$ cat src/rtl/rx_size_stats_pkg.sv
package rx_size_stats_pkg;
  localparam int unsigned MIN_FRAME_BYTES = 64;
  localparam int unsigned MAX_STD_BYTES   = 1522;
  localparam int unsigned MAX_LONG_BYTES  = 16384;
  localparam int unsigned NUM_STATS       = 2;
  localparam int unsigned REG_STRIDE      = 4;

  typedef enum int unsigned {
    STAT_FRAG = 0,
    STAT_OVS  = 1
  } stat_idx_e;
endpackage

$ cat src/rtl/rx_size_classify.sv
module rx_size_classify
  import rx_size_stats_pkg::*;
#(
  parameter int unsigned LEN_W = 16
) (
  input  logic             ev_valid_i,
  input  logic [LEN_W-1:0] ev_len_i,
  input  logic             ev_crc_ok_i,
  input  logic             ev_addr_hit_i,
  input  logic             rx_en_i,
  input  logic             long_en_i,
  output logic             hit_frag_o,
  output logic             hit_ovs_o
);
  localparam logic [LEN_W-1:0] MinLen  = LEN_W'(MIN_FRAME_BYTES);
  localparam logic [LEN_W-1:0] StdMax  = LEN_W'(MAX_STD_BYTES);
  localparam logic [LEN_W-1:0] LongMax = LEN_W'(MAX_LONG_BYTES);

  logic             qualified;
  logic [LEN_W-1:0] limit;

  always_comb begin
    qualified  = ev_valid_i && ev_addr_hit_i && rx_en_i;
    limit      = long_en_i ? LongMax : StdMax;
    hit_frag_o = qualified && !ev_crc_ok_i && (ev_len_i < MinLen);
    hit_ovs_o  = qualified && (ev_len_i > limit);
  end
endmodule

$ cat src/rtl/rx_stat_counter.sv
module rx_stat_counter #(
  parameter int unsigned CNT_W = 32
) (
  input  logic             clk,
  input  logic             rst_n,
  input  logic             inc_i,
  input  logic             clr_i,
  output logic [CNT_W-1:0] count_o
);
  localparam logic [CNT_W-1:0] CntMax = '1;

  logic [CNT_W-1:0] cnt_q, cnt_d;
  logic             cnt_en;

  always_comb begin
    cnt_en = inc_i || clr_i;
    if (clr_i)                 cnt_d = inc_i ? CNT_W'(1) : '0;
    else if (cnt_q == CntMax)  cnt_d = cnt_q;
    else                       cnt_d = cnt_q + CNT_W'(1);
  end

  always_ff @(posedge clk or negedge rst_n) begin
    if (!rst_n)      cnt_q <= '0;
    else if (cnt_en) cnt_q <= cnt_d;
  end

  assign count_o = cnt_q;

  // saturation
  a_r9_saturate: assert property (@(posedge clk) disable iff (!rst_n)
    (cnt_q == CntMax && inc_i && !clr_i) |=> (cnt_q == CntMax));
  // clear without a coinciding event leaves zero
  a_r7_clear_zero: assert property (@(posedge clk) disable iff (!rst_n)
    (clr_i && !inc_i) |=> (cnt_q == '0));
  // clear colliding with an increment leaves one
  a_r8_clear_inc_one: assert property (@(posedge clk) disable iff (!rst_n)
    (clr_i && inc_i) |=> (cnt_q == CNT_W'(1)));
  // no event and no clear means the value holds
  a_r2_hold: assert property (@(posedge clk) disable iff (!rst_n)
    (!clr_i && !inc_i) |=> $stable(cnt_q));
endmodule

$ cat src/rtl/rx_stat_rdport.sv
module rx_stat_rdport
  import rx_size_stats_pkg::*;
#(
  parameter int unsigned CNT_W   = 32,
  parameter int unsigned DATA_W  = 32,
  parameter int unsigned ADDR_W  = 3,
  parameter int unsigned NUM_CNT = 2
) (
  input  logic                          clk,
  input  logic                          rst_n,
  input  logic                          rd_stb_i,
  input  logic [ADDR_W-1:0]             rd_addr_i,
  input  logic [NUM_CNT-1:0][CNT_W-1:0] counts_i,
  output logic [NUM_CNT-1:0]            clr_o,
  output logic [DATA_W-1:0]             rd_data_o,
  output logic                          rd_valid_o
);
  logic [NUM_CNT-1:0] hit;
  logic [CNT_W-1:0]   sel_cnt;
  logic [DATA_W-1:0]  data_d, data_q;
  logic               valid_q;

  always_comb begin
    hit     = '0;
    sel_cnt = '0;
    for (int i = 0; i < NUM_CNT; i++) begin
      if (rd_addr_i == ADDR_W'(i * REG_STRIDE)) begin
        hit[i]  = 1'b1;
        sel_cnt = counts_i[i];
      end
    end
    clr_o  = hit & {NUM_CNT{rd_stb_i}};
    data_d = DATA_W'(sel_cnt);
  end

  always_ff @(posedge clk or negedge rst_n) begin
    if (!rst_n) begin
      data_q  <= '0;
      valid_q <= 1'b0;
    end else begin
      valid_q <= rd_stb_i;
      if (rd_stb_i) data_q <= data_d;
    end
  end

  assign rd_data_o  = data_q;
  assign rd_valid_o = valid_q;

  // valid follows the strobe by exactly one cycle
  a_r6_valid_after_stb: assert property (@(posedge clk) disable iff (!rst_n)
    rd_stb_i |=> rd_valid_o);
  a_r6_no_valid_without_stb: assert property (@(posedge clk) disable iff (!rst_n)
    !rd_stb_i |=> !rd_valid_o);
  // at most one counter is cleared by a read
  a_r7_single_clear: assert property (@(posedge clk) disable iff (!rst_n)
    $onehot0(clr_o));
endmodule

$ cat src/rtl/rx_size_err_stats.sv
module rx_size_err_stats
  import rx_size_stats_pkg::*;
#(
  parameter int unsigned LEN_W  = 16,
  parameter int unsigned CNT_W  = 32,
  parameter int unsigned DATA_W = 32,
  parameter int unsigned ADDR_W = 3
) (
  input  logic              clk,
  input  logic              rst_n,
  input  logic              rx_en,
  input  logic              long_pkt_en,
  input  logic              eof_valid,
  input  logic [LEN_W-1:0]  eof_len,
  input  logic              eof_crc_ok,
  input  logic              eof_addr_match,
  input  logic              rd_stb,
  input  logic [ADDR_W-1:0] rd_addr,
  output logic [DATA_W-1:0] rd_data,
  output logic              rd_valid
);
  localparam int unsigned NumCnt = NUM_STATS;

  logic                         hit_frag, hit_ovs;
  logic [NumCnt-1:0]            inc_vec, clr_vec;
  logic [NumCnt-1:0][CNT_W-1:0] cnt_vec;

  rx_size_classify #(.LEN_W(LEN_W)) u_classify (
    .ev_valid_i    (eof_valid),
    .ev_len_i      (eof_len),
    .ev_crc_ok_i   (eof_crc_ok),
    .ev_addr_hit_i (eof_addr_match),
    .rx_en_i       (rx_en),
    .long_en_i     (long_pkt_en),
    .hit_frag_o    (hit_frag),
    .hit_ovs_o     (hit_ovs)
  );

  always_comb begin
    inc_vec            = '0;
    inc_vec[STAT_FRAG] = hit_frag;
    inc_vec[STAT_OVS]  = hit_ovs;
  end

  for (genvar g = 0; g < NumCnt; g++) begin : g_cnt
    rx_stat_counter #(.CNT_W(CNT_W)) u_cnt (
      .clk     (clk),
      .rst_n   (rst_n),
      .inc_i   (inc_vec[g]),
      .clr_i   (clr_vec[g]),
      .count_o (cnt_vec[g])
    );
  end

  rx_stat_rdport #(
    .CNT_W(CNT_W), .DATA_W(DATA_W), .ADDR_W(ADDR_W), .NUM_CNT(NumCnt)
  ) u_rdport (
    .clk        (clk),
    .rst_n      (rst_n),
    .rd_stb_i   (rd_stb),
    .rd_addr_i  (rd_addr),
    .counts_i   (cnt_vec),
    .clr_o      (clr_vec),
    .rd_data_o  (rd_data),
    .rd_valid_o (rd_valid)
  );

  // with receive disabled and no read, no counter moves
  a_r2_disabled_stable: assert property (@(posedge clk) disable iff (!rst_n)
    (!rx_en && !rd_stb) |=> $stable(cnt_vec));
  // a frame with a good CRC never advances the fragment count without a read
  a_r3_good_crc_no_frag: assert property (@(posedge clk) disable iff (!rst_n)
    (eof_crc_ok && !rd_stb) |=> $stable(cnt_vec[STAT_FRAG]));
endmodule

$ cat config.mk
export PLATFORM = sky130hd
export DESIGN_NAME = rx_size_err_stats
export DESIGN_NICKNAME = d
export VERILOG_FILES = /design/src/rtl/rx_size_stats_pkg.sv /design/src/rtl/rx_size_classify.sv /design/src/rtl/rx_stat_counter.sv /design/src/rtl/rx_stat_rdport.sv /design/src/rtl/rx_size_err_stats.sv
export SDC_FILE = /design/constraint.sdc
export NUM_CORES = 1
export LEC_CHECK = 0
export BUFFER_PORTS_ARGS = -buffer_cell sky130_fd_sc_hd__buf_2
export CORE_ASPECT_RATIO = 2
export CORE_MARGIN = 10
export CORE_UTILIZATION = 50
export CTS_BUF_LIST = sky130_fd_sc_hd__clkbuf_8 sky130_fd_sc_hd__clkbuf_16
export DETAILED_ROUTE_END_ITERATION = 8
export HOLD_SLACK_MARGIN = 0.15
export PLACE_DENSITY = 0.82
export SLEW_MARGIN = 20
export SYNTH_ARGS = -nofsm -noshare
export SYNTH_HDL_FRONTEND = slang
export SYNTH_SLANG_ARGS = --single-unit
$ cat constraint.sdc
create_clock -name clk -period 4.02 [get_ports clk]
set_input_delay 0.402 -clock clk [delete_from_list [all_inputs] [get_ports clk]]
set_output_delay 0.402 -clock clk [all_outputs]
set_load 0.1 [all_outputs]
==> results_dict.tcl <==
set metrics [dict create \
    p_comb_share_pct 7.5 \
    netlist_instances 590 \
    end_kind "flip-flop" \
    ys.warnings.count 0 \
    fmax_mhz 336 \
    slew_viol_final 0 \
    p_int_w 0.00154 \
    syn_area_mm2 0.00531 \
    rows 53 \
    clk_pin_slew_worst_paths_ps 70 \
    synth_top_family_by_area "simple AND/OR/NAND/NOR gates" \
    cp-start-kind "flip-flop" \
    die_area_mm2 0.0154 \
    htreeDepth 3 \
    switching_share_pct 25.4 \
    cts_tree "done" \
    synth_fa_ha_area_share_pct 2.36 \
    post_cts_resized 0 \
    ioPinCount 60 \
    worst-setup-path-type "flip-flop to flip-flop" \
    final_hold_viol_count 0 \
    required_ps 4290 \
    seqPwrFrac_pct 49.5 \
    clockBufferDepth 2 \
    setup_violations 0 \
    multi_input_area_mm2 0.00259 \
    synth-xor-area-share_pct 3.14 \
    drv_cap 0 \
    seq_area_mm2 0.00243 \
    avgSynthCellArea_um2 8.99 \
    grt_max_degree 68 \
    route.vias.total 4871 \
    io_buffers 59 \
    synthesis.nets 627 \
    cts-root-buf "clkbuf_16" \
    final_util_pct 57.2 \
    tightest_slew_ps 849 \
    ys.flop_type "dfrtp_1" \
    tns_ps 0 \
    drt_pass1_iterations 5 \
    grtUsageTotal_pct 18.4 \
    avgRoutedWirePerCell_um 18.6 \
    fin_area_mm2 0.00599 \
    grt_pass1_wl_mm 23.4 \
    min-delay-path-class "input port to async pin" \
    pwr_density_cell_mw_per_mm2 344 \
    placed_area_mm2 0.00569 \
    synth_top_cell_by_area "dfrtp_1" \
    grt_overflow 0 \
    synth_compound_area_share_pct 17.1 \
    yosysSeqAreaShare_pct 45.7 \
    fin_crit_sh_pct 73.9 \
    die_w_um 92.8 \
    synth_top_area_share_pct 45.7 \
    synth_enable_flop_cells 0 \
    switchingPower_w 0.000523 \
    cts_buffers 9 \
    cts_hold_buf 0 \
    dieHeight_um 166 \
    diodes 0 \
    area_growth_pct 12.9 \
    rsz0062_at_grt "false" \
    yosys.area_share.simple_pct 25.8 \
    async_flop_share_pct 100 \
    drc 0 \
    irDropWorstVdd_mv 0.235 \
    hpwl_mm 10.1 \
    antenna_found_initial 0 \
    min_period_ps 2970 \
    max_slew_margin_pct 43.4 \
    synth-seq-cells 97 \
    insertion_delay_ps 350 \
    p_total_w 0.00206 \
    grt_pass1_vias 4925 \
    critical_path.max_fanout 34 \
    layout-drive-gt1-share_pct 15.7 \
    start_util_pct 50.6 \
    fin_nets 674 \
    place.gp.congestion 0.878 \
    drtIter0Drc 433 \
    core-area_mm2 0.0105 \
    post_cts_buffers 0 \
    clockPowerShare_pct 43.0 \
    synth.distinct_cells 47 \
    avgViaCountPerCell 6.25 \
    status "finished clean" \
    synthTopCellsByArea "dfrtp_1 46%, o21ai_0 4.8%, nand3_1 3.9%" \
    skew_ps 7.22 \
    cts_sinks 97 \
    yosys-mux-area-fraction_pct 0.189 \
    rr_worst_depth 7 \
    drt_wl_total_mm 14.5 \
    nFillCells 955 \
    power_leakage_nw 2.64 \
    arrival_ps 3250 \
    ant_nets 0 \
]
## synthesized netlist by cell type (2+ instances only)
master,n
a21o_1,6
a21oi_1,37
a21oi_2,4
a22oi_1,26
and2_1,6
and3_1,24
and4_1,8
buf_2,2
clkbuf_1,24
dfrtp_1,97
ha_1,10
inv_1,41
nand2_1,45
nand2b_1,2
nand3_1,41
nand3_2,2
nand4_1,22
nand4b_1,3
nor2_1,35
nor2b_1,7
nor3b_1,2
nor4_1,5
nor4_2,2
o211ai_1,10
o21ai_0,51
o21ai_2,3
o31ai_1,5
or2_2,2
or3_1,20
or4_1,14
xnor2_1,3
xor2_1,16
## critical path: stages, from the launching register on
cell and delay, ps:
dfrtp_1 490, ha_1 490, inv_1 70, or3_1 440, or4_4 580, nand3_2 450, o21ai_0 210, a21oi_1 150
## per-layer routing
metal | global-route usage [%] | vias to the layer above | wire length (um)
met5 | 0 | - | 0
met4 | 11.9 | 0 | 647
met3 | 3.08 | 53 | 839
met2 | 32.5 | 232 | 7570
met1 | 19.1 | 2355 | 5450
li1 | - | 2231 | -
## cell families (layout without fill, tap and decap cells)
| logic type | count (synthesis) | count (layout) |
|---|---|---|
| xor+xnor | 19 | 19 |
| compound gates | 148 | 148 |
| fa+ha+maj | 10 | 10 |
| mux | 1 | 1 |
| buf+inv | 70 | 122 |
| flops | 97 | 97 |
| simple gates | 245 | 245 |
## sequential cells by signal (all words and copies together) (netlist names)
name	count
g_cnt.u_cnt.count_o	64
u_rdport.rd_data_o	32
u_rdport.rd_valid_o	1
## final cells by class
type,instances,share of cell area (%)
Multi-Input combinational cell,423,43.2
Sequential cell,97,40.5
Timing Repair Buffer,65,5.72
Clock buffer,10,3.99
Inverter,41,2.57
Clock inverter,6,1.11
Tap cell,137,2.86
## stage by stage
step                hold slack (ps)  std cells  setup slack, ps
floorplan                       106        590             1700
global placement                508        763              971
detailed placement              513        763              776
CTS                             191        779             1100
global route                    224        779              858
finish                          144        779             1050
## path summary, 6_finish.rpt
check,startpoint,end,slack [ps]
min in group clk,rd_addr[2],g_cnt[0].u_cnt.count_o[27]$_DFFE_PN0P_,470
min,rst_n,u_rdport.rd_data_o[10]$_DFFE_PN0P_,140
max in group asynchronous,rst_n,u_rdport.rd_data_o[22]$_DFFE_PN0P_,2910
min reg2reg,u_rdport.rd_data_o[16]$_DFFE_PN0P_,u_rdport.rd_data_o[16]$_DFFE_PN0P_,510
max,g_cnt[1].u_cnt.count_o[0]$_DFFE_PN0P_,g_cnt[1].u_cnt.count_o[12]$_DFFE_PN0P_,1050
max reg2reg,g_cnt[1].u_cnt.count_o[0]$_DFFE_PN0P_,g_cnt[1].u_cnt.count_o[12]$_DFFE_PN0P_,1050
## power by group through the flow
stage	sequential, W	combinational [W]	clock, W
global route	0.00102	0.000174	0.000915
CTS	0.00102	0.000156	0.000885
global placement	0.00103	0.000148	0
detailed placement	0.00104	0.000155	0
floorplan	0.00105	0.0000765	0
finish	0.00102	0.000155	0.000886
## layout by cell type, fill, tap and decap left out, drive strengths merged, types with 2 or more instances in the layout
cell / n
o211ai: 10
o31ai: 5
a21o: 6
ha: 10
xnor2: 3
o21ai: 54
or4: 15
or3: 20
a22oi: 26
clkinv: 4
nand2b: 2
nor4: 8
nor3b: 2
dfrtp: 97
nand4b: 3
and2: 6
nand4: 22
nand2: 46
xor2: 16
nor2: 35
or2: 2
inv: 42
a21oi: 41
and3: 24
buf: 65
and4: 8
clkbuf: 10
nand3: 43
nor2b: 7
Power figures use the tool's default switching activity.
